<file path="src/rtl/serial_uart_pkg.sv">
package serial_uart_pkg;

  typedef enum logic [2:0] {
    PAR_NONE = 3'd0,
    PAR_ZERO = 3'd1,
    PAR_ONE  = 3'd2,
    PAR_ODD  = 3'd3,
    PAR_EVEN = 3'd4
  } parMode_e;

  typedef enum logic [1:0] {
    LINE_MARK,
    LINE_SPACE,
    LINE_DATA,
    LINE_PAR
  } lineSel_e;

  // strobes from control to datapath
  typedef struct packed {
    logic     txLoad;
    logic     txShift;
    lineSel_e txLine;
    logic     rxShift;
    logic     rxParCap;
    logic     rxStopCap;
  } strobes_t;

endpackage

</file>
<file path="src/rtl/serial_uart_ctrl.sv">
module serial_uart_ctrl
  import serial_uart_pkg::*;
#(
  parameter int NUM_SRC    = 7,
  parameter int SEL_W      = 3,
  parameter int OVERSAMPLE = 8,
  parameter int DATA_W     = 8
) (
  input  logic               clk,
  input  logic               rstN,
  input  logic [NUM_SRC-1:0] srcTick,
  input  logic [SEL_W-1:0]   srcSel,
  input  logic               dataLen8,
  input  logic               twoStop,
  input  parMode_e           parityMode,
  input  logic               txWrite,
  input  logic               rxd,
  output logic               rxBit,
  output strobes_t           stb,
  output logic               txBusy,
  output logic               txDone
);

  localparam int CNT_W = $clog2(OVERSAMPLE);
  localparam int IDX_W = $clog2(DATA_W + 3);
  localparam logic [CNT_W-1:0] CNT_LAST = CNT_W'(OVERSAMPLE - 1);
  localparam logic [CNT_W-1:0] CNT_MID  = CNT_W'(OVERSAMPLE / 2 - 1);

  typedef enum logic [2:0] {TX_IDLE, TX_START, TX_DATA, TX_PAR, TX_STOP} txState_e;
  typedef enum logic [1:0] {RX_IDLE, RX_START, RX_BITS, RX_HOLD} rxState_e;

  logic             tick;
  logic [IDX_W-1:0] nBits;
  logic             parOn;

  always_comb begin
    tick = 1'b0;
    for (int i = 0; i < NUM_SRC; i++)
      if (srcSel == SEL_W'(i)) tick = srcTick[i];
  end

  assign nBits = dataLen8 ? IDX_W'(DATA_W) : IDX_W'(DATA_W - 1);
  assign parOn = (parityMode != PAR_NONE);

  // transmitter
  txState_e         txState;
  logic [CNT_W-1:0] txDiv;
  logic [IDX_W-1:0] txBitCnt;
  logic             txStopCnt;
  logic             txPend;
  logic             bitTick;

  assign bitTick = tick && (txDiv == CNT_LAST);

  always_ff @(posedge clk) begin
    if (!rstN) begin
      txState   <= TX_IDLE;
      txDiv     <= '0;
      txBitCnt  <= '0;
      txStopCnt <= 1'b0;
      txPend    <= 1'b0;
      txDone    <= 1'b0;
    end else begin
      txDone <= 1'b0;
      if (tick) txDiv <= txDiv + 1'b1;
      if (stb.txLoad) txPend <= 1'b1;
      if (bitTick) begin
        unique case (txState)
          TX_IDLE: if (txPend) begin
            txState <= TX_START;
            txPend  <= 1'b0;
          end
          TX_START: begin
            txState  <= TX_DATA;
            txBitCnt <= '0;
          end
          TX_DATA: begin
            if (txBitCnt == nBits - 1'b1) begin
              txState   <= parOn ? TX_PAR : TX_STOP;
              txStopCnt <= 1'b0;
            end else begin
              txBitCnt <= txBitCnt + 1'b1;
            end
          end
          TX_PAR: begin
            txState   <= TX_STOP;
            txStopCnt <= 1'b0;
          end
          TX_STOP: begin
            if (twoStop && !txStopCnt) begin
              txStopCnt <= 1'b1;
            end else begin
              txState <= TX_IDLE;
              txDone  <= 1'b1;
            end
          end
          default: txState <= TX_IDLE;
        endcase
      end
    end
  end

  assign txBusy = (txState != TX_IDLE) || txPend;

  // receiver
  rxState_e         rxState;
  logic [1:0]       rxSync;
  logic [CNT_W-1:0] rxCnt;
  logic [IDX_W-1:0] rxIdx;
  logic             sampleNow;

  assign rxBit     = rxSync[1];
  assign sampleNow = tick && (rxState == RX_BITS) && (rxCnt == CNT_LAST);

  always_ff @(posedge clk) begin
    if (!rstN) begin
      rxSync  <= 2'b11;
      rxState <= RX_IDLE;
      rxCnt   <= '0;
      rxIdx   <= '0;
    end else begin
      rxSync <= {rxSync[0], rxd};
      unique case (rxState)
        RX_IDLE: if (tick && !rxBit) begin
          rxState <= RX_START;
          rxCnt   <= '0;
        end
        RX_START: if (tick) begin
          if (rxCnt == CNT_MID) begin
            rxState <= rxBit ? RX_IDLE : RX_BITS;
            rxCnt   <= '0;
            rxIdx   <= '0;
          end else begin
            rxCnt <= rxCnt + 1'b1;
          end
        end
        RX_BITS: if (tick) begin
          rxCnt <= rxCnt + 1'b1;
          if (sampleNow) begin
            rxIdx <= rxIdx + 1'b1;
            if (stb.rxStopCap) rxState <= RX_HOLD;
          end
        end
        RX_HOLD: if (rxBit) rxState <= RX_IDLE;
        default: rxState <= RX_IDLE;
      endcase
    end
  end

  always_comb begin
    stb.txLoad    = txWrite && (txState == TX_IDLE) && !txPend;
    stb.txShift   = bitTick && (txState == TX_DATA);
    unique case (txState)
      TX_START: stb.txLine = LINE_SPACE;
      TX_DATA:  stb.txLine = LINE_DATA;
      TX_PAR:   stb.txLine = LINE_PAR;
      default:  stb.txLine = LINE_MARK;
    endcase
    stb.rxShift   = sampleNow && (rxIdx < nBits);
    stb.rxParCap  = sampleNow && (rxIdx == nBits) && parOn;
    stb.rxStopCap = sampleNow && !stb.rxShift && !stb.rxParCap;
  end

endmodule

</file>
<file path="src/rtl/serial_uart_dp.sv">
module serial_uart_dp
  import serial_uart_pkg::*;
#(
  parameter int DATA_W = 8
) (
  input  logic              clk,
  input  logic              rstN,
  input  strobes_t          stb,
  input  logic [DATA_W-1:0] txData,
  input  logic              dataLen8,
  input  parMode_e          parityMode,
  input  logic              rxBit,
  output logic              txd,
  output logic [DATA_W-1:0] rxData,
  output logic              rxDone,
  output logic              rxFrameErr,
  output logic              rxParityErr
);

  logic [DATA_W-1:0] dataMask;
  logic [DATA_W-1:0] txShreg;
  logic              txParBit;
  logic [DATA_W-1:0] rxShreg;
  logic [DATA_W-1:0] rxWord;
  logic              rxParReg;

  function automatic logic parityOf(input logic [DATA_W-1:0] d, input parMode_e m);
    unique case (m)
      PAR_ONE:  return 1'b1;
      PAR_ODD:  return ~^d;
      PAR_EVEN: return ^d;
      default:  return 1'b0;
    endcase
  endfunction

  assign dataMask = dataLen8 ? {DATA_W{1'b1}} : {1'b0, {(DATA_W-1){1'b1}}};
  assign rxWord   = dataLen8 ? rxShreg : {1'b0, rxShreg[DATA_W-1:1]};

  always_ff @(posedge clk) begin
    if (!rstN) begin
      txShreg     <= '0;
      txParBit    <= 1'b0;
      rxShreg     <= '0;
      rxParReg    <= 1'b0;
      rxData      <= '0;
      rxDone      <= 1'b0;
      rxFrameErr  <= 1'b0;
      rxParityErr <= 1'b0;
    end else begin
      if (stb.txLoad) begin
        txShreg  <= txData & dataMask;
        txParBit <= parityOf(txData & dataMask, parityMode);
      end else if (stb.txShift) begin
        txShreg <= txShreg >> 1;
      end
      if (stb.rxShift)  rxShreg  <= {rxBit, rxShreg[DATA_W-1:1]};
      if (stb.rxParCap) rxParReg <= rxBit;
      rxDone <= stb.rxStopCap;
      if (stb.rxStopCap) begin
        rxData      <= rxWord;
        rxFrameErr  <= !rxBit;
        rxParityErr <= (parityMode != PAR_NONE) && (rxParReg != parityOf(rxWord, parityMode));
      end
    end
  end

  always_comb begin
    unique case (stb.txLine)
      LINE_SPACE: txd = 1'b0;
      LINE_DATA:  txd = txShreg[0];
      LINE_PAR:   txd = txParBit;
      default:    txd = 1'b1;
    endcase
  end

endmodule

</file>
<file path="src/rtl/serial_uart.sv">
module serial_uart
  import serial_uart_pkg::*;
#(
  parameter int NUM_SRC    = 7,
  parameter int OVERSAMPLE = 8,
  parameter int DATA_W     = 8,
  parameter int SEL_W      = $clog2(NUM_SRC)
) (
  input  logic               clk,
  input  logic               rstN,
  input  logic [NUM_SRC-1:0] srcTick,
  input  logic [SEL_W-1:0]   srcSel,
  input  logic               dataLen8,
  input  logic               twoStop,
  input  logic [2:0]         parityMode,
  input  logic [DATA_W-1:0]  txData,
  input  logic               txWrite,
  output logic               txBusy,
  output logic               txDone,
  output logic               txd,
  input  logic               rxd,
  output logic [DATA_W-1:0]  rxData,
  output logic               rxDone,
  output logic               rxFrameErr,
  output logic               rxParityErr
);

  strobes_t stb;
  logic     rxBit;
  parMode_e parMode;

  assign parMode = parMode_e'(parityMode);

  serial_uart_ctrl #(
    .NUM_SRC(NUM_SRC), .SEL_W(SEL_W), .OVERSAMPLE(OVERSAMPLE), .DATA_W(DATA_W)
  ) ctrl_i (
    .clk(clk), .rstN(rstN), .srcTick(srcTick), .srcSel(srcSel),
    .dataLen8(dataLen8), .twoStop(twoStop), .parityMode(parMode),
    .txWrite(txWrite), .rxd(rxd), .rxBit(rxBit), .stb(stb),
    .txBusy(txBusy), .txDone(txDone)
  );

  serial_uart_dp #(.DATA_W(DATA_W)) dp_i (
    .clk(clk), .rstN(rstN), .stb(stb), .txData(txData),
    .dataLen8(dataLen8), .parityMode(parMode), .rxBit(rxBit),
    .txd(txd), .rxData(rxData), .rxDone(rxDone),
    .rxFrameErr(rxFrameErr), .rxParityErr(rxParityErr)
  );

endmodule

</file>
<file path="config.mk">
export PLATFORM = sky130hd
export DESIGN_NAME = serial_uart
export DESIGN_NICKNAME = d
export VERILOG_FILES = /design/src/rtl/serial_uart_pkg.sv /design/src/rtl/serial_uart_ctrl.sv /design/src/rtl/serial_uart_dp.sv /design/src/rtl/serial_uart.sv
export SDC_FILE = /design/constraint.sdc
export NUM_CORES = 1
export LEC_CHECK = 0
export ABC_CLOCK_PERIOD_IN_PS = 2450
export BUFFER_PORTS_ARGS = -buffer_cell sky130_fd_sc_hd__buf_2
export CORE_MARGIN = 1.5
export CORE_UTILIZATION = 40
export CTS_CLUSTER_DIAMETER = 40
export DETAILED_ROUTE_END_ITERATION = 12
export GPL_TIMING_DRIVEN = 0
export PLACE_DENSITY_LB_ADDON = 0.05
export SYNTH_ARGS = -nofsm -noshare
export SYNTH_HDL_FRONTEND = slang
export SYNTH_SLANG_ARGS = --single-unit
</file>
<file path="constraint.sdc">
create_clock -name clk -period 2.45 [get_ports clk]
set_clock_uncertainty 0.05 [all_clocks]
set_input_delay 0.6125 -clock clk [delete_from_list [all_inputs] [get_ports clk]]
set_output_delay 0.6125 -clock clk [all_outputs]
set_load 0.1 [all_outputs]
</file>
---- Word-level counts from Yosys, hierarchy flattened ----
Cells that the tools add are included.
storage, ports and cells
  register bits after elaboration ......... 53
  input bits .............................. 27
  output and inout port bits .............. 14
  logic and storage cells ................. 155
cells by class
  add/sub/neg operators ................... 5
  magnitude comparators ................... 1
  equal/unequal tests ..................... 37
  mux-type cells .......................... 52
  bitwise gates (word level) .............. 1
  reductions and logical operators ........ 41
operators with widths
  kind                   number
  $mux W8                4
  $mux W3                8
  $mux W4                6
  $eq A3 B2 Y1 const B   7
  $eq A3 B3 Y1 const B   7
  $ne A2 B1 Y1 const B   10
  $mux W1                16
  $mux W2                8
  $pmux W4 S2            2
  $reduce_xnor A8 Y1     2
  $reduce_xor A8 Y1      2
  $pmux W3 S5            1
  $logic_and A1 B1 Y1    14
  $pmux W1 S3            4
  $reduce_and A4 Y1      3
  $reduce_bool A3 Y1     4
  $pmux W3 S3            1
  $add A4 B1 Y4 const B  2
  $and A8 B8 Y8          1
  $eq A2 B2 Y1 const B   4
  $eq A4 B4 Y1           2
  $pmux W2 S4            1
  $reduce_and A7 Y1      1
  $add A3 B1 Y3 const B  2
  other kinds (14)       25

---- Longest topological paths before layout ----
  depth in word-level cells ............... 18
  gate-level depth with buffers ........... 10
  gate-level depth less buffers ........... 8

---- Hierarchy ----
A second synthesis with hierarchy kept.
second synthesis, totals
  cell total of the unflattened synthesis .. 338
  area, all modules ....................... 3,084.2 um^2
by module, submodules not included
  module            times used  cells each  area an instance (um^2)  sequential area each (um^2)
  serial_uart_ctrl  1           192         1,644.1                  480.5
  serial_uart_dp    1           146         1,440.1                  580.6

---- Least setup slack after synthesis ----
OpenSTA, ideal clock, no wires.
  path kind ............................... input port to flip-flop
  start point ............................. in dataLen8
  end point ............................... reg dp_i.rxParityErr
  library setup time ...................... 0.128 ns
  arrival ................................. 2.378 ns
  required time ........................... 2.272 ns
  slack ................................... -0.106 ns
  stages on the path ...................... 10
  path through ............................ buf_2 -> inv_1 -> ha_1 -> nor2b_1 -> o21a_1 -> nor3_1 -> or4_1 -> clkbuf_2 -> a2111oi_4 -> a211oi_2
on the way
  cells in the longest elaborated chain, start to end .. 7
RTL lines
  item                                                            RTL line                                    text
  start: declaration                                              serial_uart.sv:13                           input logic dataLen8,
  $mux W8                                                         serial_uart_dp.sv:37                        assign rxWord = dataLen8 ? rxShreg : {1'b0, rxShreg[DATA_W-1:1]};
  $reduce_xor A8 Y1 / $reduce_xnor A8 Y1 (equally long branches)  serial_uart_dp.sv:31, serial_uart_dp.sv:30
  $pmux W1 S3                                                     serial_uart_dp.sv:28                        unique case (m)
  $mux W1                                                         serial_uart_dp.sv:59                        if (stb.rxStopCap) begin
  $mux W1                                                         serial_uart_dp.sv:40                        if (!rstN) begin
  $ne A1 B1 Y1                                                    serial_uart_dp.sv:62                        rxParityErr <= (parityMode != PAR_NONE) && (rxParReg != parityOf(rxWord, parityMode));
  $logic_and A1 B1 Y1                                             serial_uart_dp.sv:62
  end signal: assignment                                          serial_uart_dp.sv:62
  end: declaration                                                serial_uart_dp.sv:17                        output logic rxParityErr
Parallel ways exist; a longest one is shown, timed or not. The select of a mux whose other input is x is not followed.
A chain may end at the register's enable or synchronous reset.

---- Worst setup path in the final report ----
Ends and elaborated chain as after synthesis.

==> PnR_summary.wiki <==
{| class="wikitable"
! Metric !! Value
|-
| Result of the run || finished, final reports clean
|-
| IO buf count || 40
|-
| Initial standard-cell utilization of the core || 41.4%
|-
| Main synth FF type || dfxtp_1
|-
| Die Ht || 89.8 um
|-
| Most frequent cells in the layout || 53 x dfxtp_1, 42 x buf_2, 40 x nor2_1, 36 x nand2_1, 22 x mux2i_1
|-
| Actual transition at the worst max-transition pin || 0.604 ns
|-
| Final Instance Area || 3490 um^2
|-
| Fraction of registers with async set/reset || 0%
|-
| Post-synthesis sequential element count || 53
|-
| Total number of vias || 2566
|-
| TritonCTS clock tree || done
|-
| Number of different library cells in the post-synthesis netlist || 55
|-
| GRT Resource Usage Total || 17.1%
|-
| Slowest stage cell, crit path || or4_1
|-
| Placement-stage cell area || 3360 um^2
|-
| Kind of end point of the critical path || flip-flop
|-
| Post-layout minimum cycle time || 2.39 ns
|-
| Largest delay share family, worst path || simple AND/OR/NAND/NOR gates
|-
| Fraction of met1 tracks used by global routing || 22.6%
|-
| Post-detailed-route DRC marker count || 0
|-
| Floorplan Core Area || 7290 um^2
|-
| Syn Nets || 389
|-
| Type of the worst setup path || input port to flip-flop
|-
| Count of nets after finishing || 436
|-
| Number of enable flip-flop cells after synthesis || 0
|-
| Most used routing layer in global routing || met2
|-
| Wire length of the first global-routing pass || 11.5 mm
|-
| Fin crit share || 97.6%
|-
| Max frequency || 0.418 GHz
|-
| DR iter-0 viols || 92
|-
| Hold Slack || 0.368 ns
|-
| Required time of the worst setup path || 2.61 ns
|-
| Clock H-tree levels || 2
|-
| Number of rows created at floorplan || 31
|-
| # IOs || 41
|-
| Vias in the first global route || 2455
|-
| Leading cell type in the layout, fill and taps excluded || dfxtp_1
|-
| Worst Setup Start Kind || input port
|-
| Relative slew slack || 59.7%
|-
| Routed WL || 6.70 mm
|-
| Horizontal extent of the die || 89.8 um
|-
| # diodes || 0
|-
| Number of slew-limit violations in the final report || 0
|-
| Residual antenna-violating net count after detailed routing || 0
|-
| CP Buf/Inv Count || 4
|-
| Total Die Area || 8070 um^2
|-
| Static Leakage || 1.37 nW
|-
| Hold Buf Count CTS || 0
|-
| Clock slew at the register clock pins of the worst setup and hold paths || 0.11 ns
|-
| Count of maximum capacitance violations || 0
|-
| Ys Warns || 0
|-
| VDD IR max || 0.274 mV
|-
| Buffer depth of the longest clock path || 2
|-
| Syn Area/Cell || 8.72 um^2
|-
| Wire length per cell || 13.6 um
|-
| Layout area overhead || 15.6%
|-
| Pre-Repair DR Iteration Count || 4
|-
| Largest stage delay, worst path || 0.51 ns
|-
| Largest net degree at the start of global routing || 19
|-
| Routed via count divided by cell count || 5.20
|-
| Number of clock sinks seen by CTS || 53
|-
| Data arrival time at the worst-slack endpoint || 2.55 ns
|-
| Fraction of the yosys area taken by sequential cells || 35.2%
|-
| Antenna violations before repair || 0
|-
| Num CTS Buffers || 5
|-
| Cell chain of the critical path || clkbuf_4 -> buf_8 -> inv_1 -> ha_1 -> nor2b_1 -> o21a_1 -> nor3_2 -> or4_1 -> clkbuf_8 -> a2111oi_4 -> a211oi_2
|-
| Dpl hpwl || 5.02 mm
|-
| Share of final-layout standard cells stronger than drive strength 1 || 18.8%
|-
| Class of the most critical hold timing path || flip-flop to flip-flop
|-
| Highest net fanout along the worst path || 5
|-
| Leftover overflow at the end of global routing || 0
|-
| Clock latency reported for the late side of the worst-skew pair || 0.31 ns
|-
| Cell Area, Synth || 3020 um^2
|-
| Met2 track demand over resource in global routing || 29.3%
|-
| Final Hold Violating Endpoints || 0
|-
| Cell at the root of the clock tree || clkbuf_8
|-
| Fraction of met3 tracks used by global routing || 2.96%
|-
| Final setup violation count || 0
|-
| Routability congestion estimate || 0.808
|-
| Cell Pwr Density || 502 nW/um^2
|-
| Number of cells produced by synthesis || 346
|}
## synth_stat cells, drive strengths merged, types with 3 or more instances
cell	instances	area [um^2]
or3	6	37.5
or4	5	37.5
mux2	4	45.0
nand2	36	135
and3	3	18.8
nor2	40	150
ha	16	200
nand4	3	33.8
nor2b	3	18.8
a31oi	5	31.3
a211oi	6	50.1
o21ai	18	90.1
nor3	5	30.0
and2	4	25.0
o21a	4	30.0
inv	18	67.6
buf	6	32.5
nand2b	7	43.8
a311oi	8	70.1
mux2i	22	220
xnor2	11	96.3
dfxtp	53	1060
a21oi	15	75.1
nand3	9	45.0
clkbuf	9	35.0
## through the flow
stage / cells / setup TNS [ns] / worst slack, ns / utilization (%) / power, mW
final: 493 / 0 / 0.0600 / 47.8 / 1.75
after global routing: 493 / -0.000408 / -0.000408 / 47.8 / 1.85
after CTS: 494 / 0 / 0.00890 / 47.5 / 1.78
after detailed placement: 485 / -5.56 / -0.366 / 46.1 / 1.24
after global placement: 485 / -5.05 / -0.339 / 46.1 / 1.24
after floorplan: 346 / 0 / 0.00506 / - / 1.15
## registers in the layout (all words and copies together), names as in the netlist, named ones only
signal	count
ctrl_i.txDiv	3
ctrl_i.txPend	1
dp_i.rxParReg	1
ctrl_i.rxIdx	4
ctrl_i.txStopCnt	1
dp_i.txShreg	8
ctrl_i.txBitCnt	4
dp_i.rxDone	1
ctrl_i.rxState	1
dp_i.rxShreg	8
ctrl_i.txState	3
ctrl_i.rxCnt	3
dp_i.rxParityErr	1
dp_i.txParBit	1
ctrl_i.txDone	1
dp_i.rxFrameErr	1
dp_i.rxData	8
ctrl_i.rxSync	2
## per-layer routing
layer,part of all wire (%),vias to the layer above
li1,-,1326
met1,51,1215
met2,47,21
met3,1.9,4
met4,0.66,0
met5,0,-
## worst register-to-register path: cells and delay by family (launching register included)
family / cells / cell delay [ns]
simple gates: 2 / 0.75
fa+ha+maj: 2 / 0.55
flops: 1 / 0.36
compound gates: 2 / 0.34
buf+inv: 1 / 0.18
## cell type report
cell class | count | area, um^2
Sequential cell | 53 | 1060
Buffer | 14 | 82.6
Fill cell | 760 | 3800
Tap cell | 99 | 124
Multi-Input combinational cell | 259 | 1840
Timing Repair Buffer | 41 | 213
Clock buffer | 5 | 68.8
Clock inverter | 3 | 25.0
Inverter | 19 | 71.3
## final timing paths
path / startpoint / to / slack (ns) / cells after the start
worst max-delay path: dataLen8 / dp_i.rxParityErr / 0.06 / 11
worst min-delay path: ctrl_i.rxSync[0] / ctrl_i.rxSync[1] / 0.37 / 1
worst max register to register: ctrl_i.rxCnt[0] / dp_i.rxParityErr / 0.13 / 7
worst min register to register: ctrl_i.rxSync[0] / ctrl_i.rxSync[1] / 0.37 / 1
## where the power goes
group          internal (mW)  switching, mW
logic                  0.125          0.194
clock network          0.207          0.319
registers              0.890         0.0169
total                   1.22          0.529
## cells by family (layout without fill, tap and decap cells)
kind of cell               Yosys count  in the layout  share of synthesized area [%]
AOI/OAI and AO/OA                   73             73                           18.0
xor gates and xnor gates            14             14                           4.98
and+or+nand+nor                    130            130                           21.9
DFF                                 53             53                           35.2
muxes                               26             26                           8.79
buffers and inverters               34             82                           4.60
adders and majority gates           16             16                           6.64
## repair_timing
action	CTS	global route
cloned	0	0
pin swaps	0	1
setup buffers	1	0
resized for setup	1	7
endpoints found under the setup margin	1	20
Power figures use the tool's default switching activity.
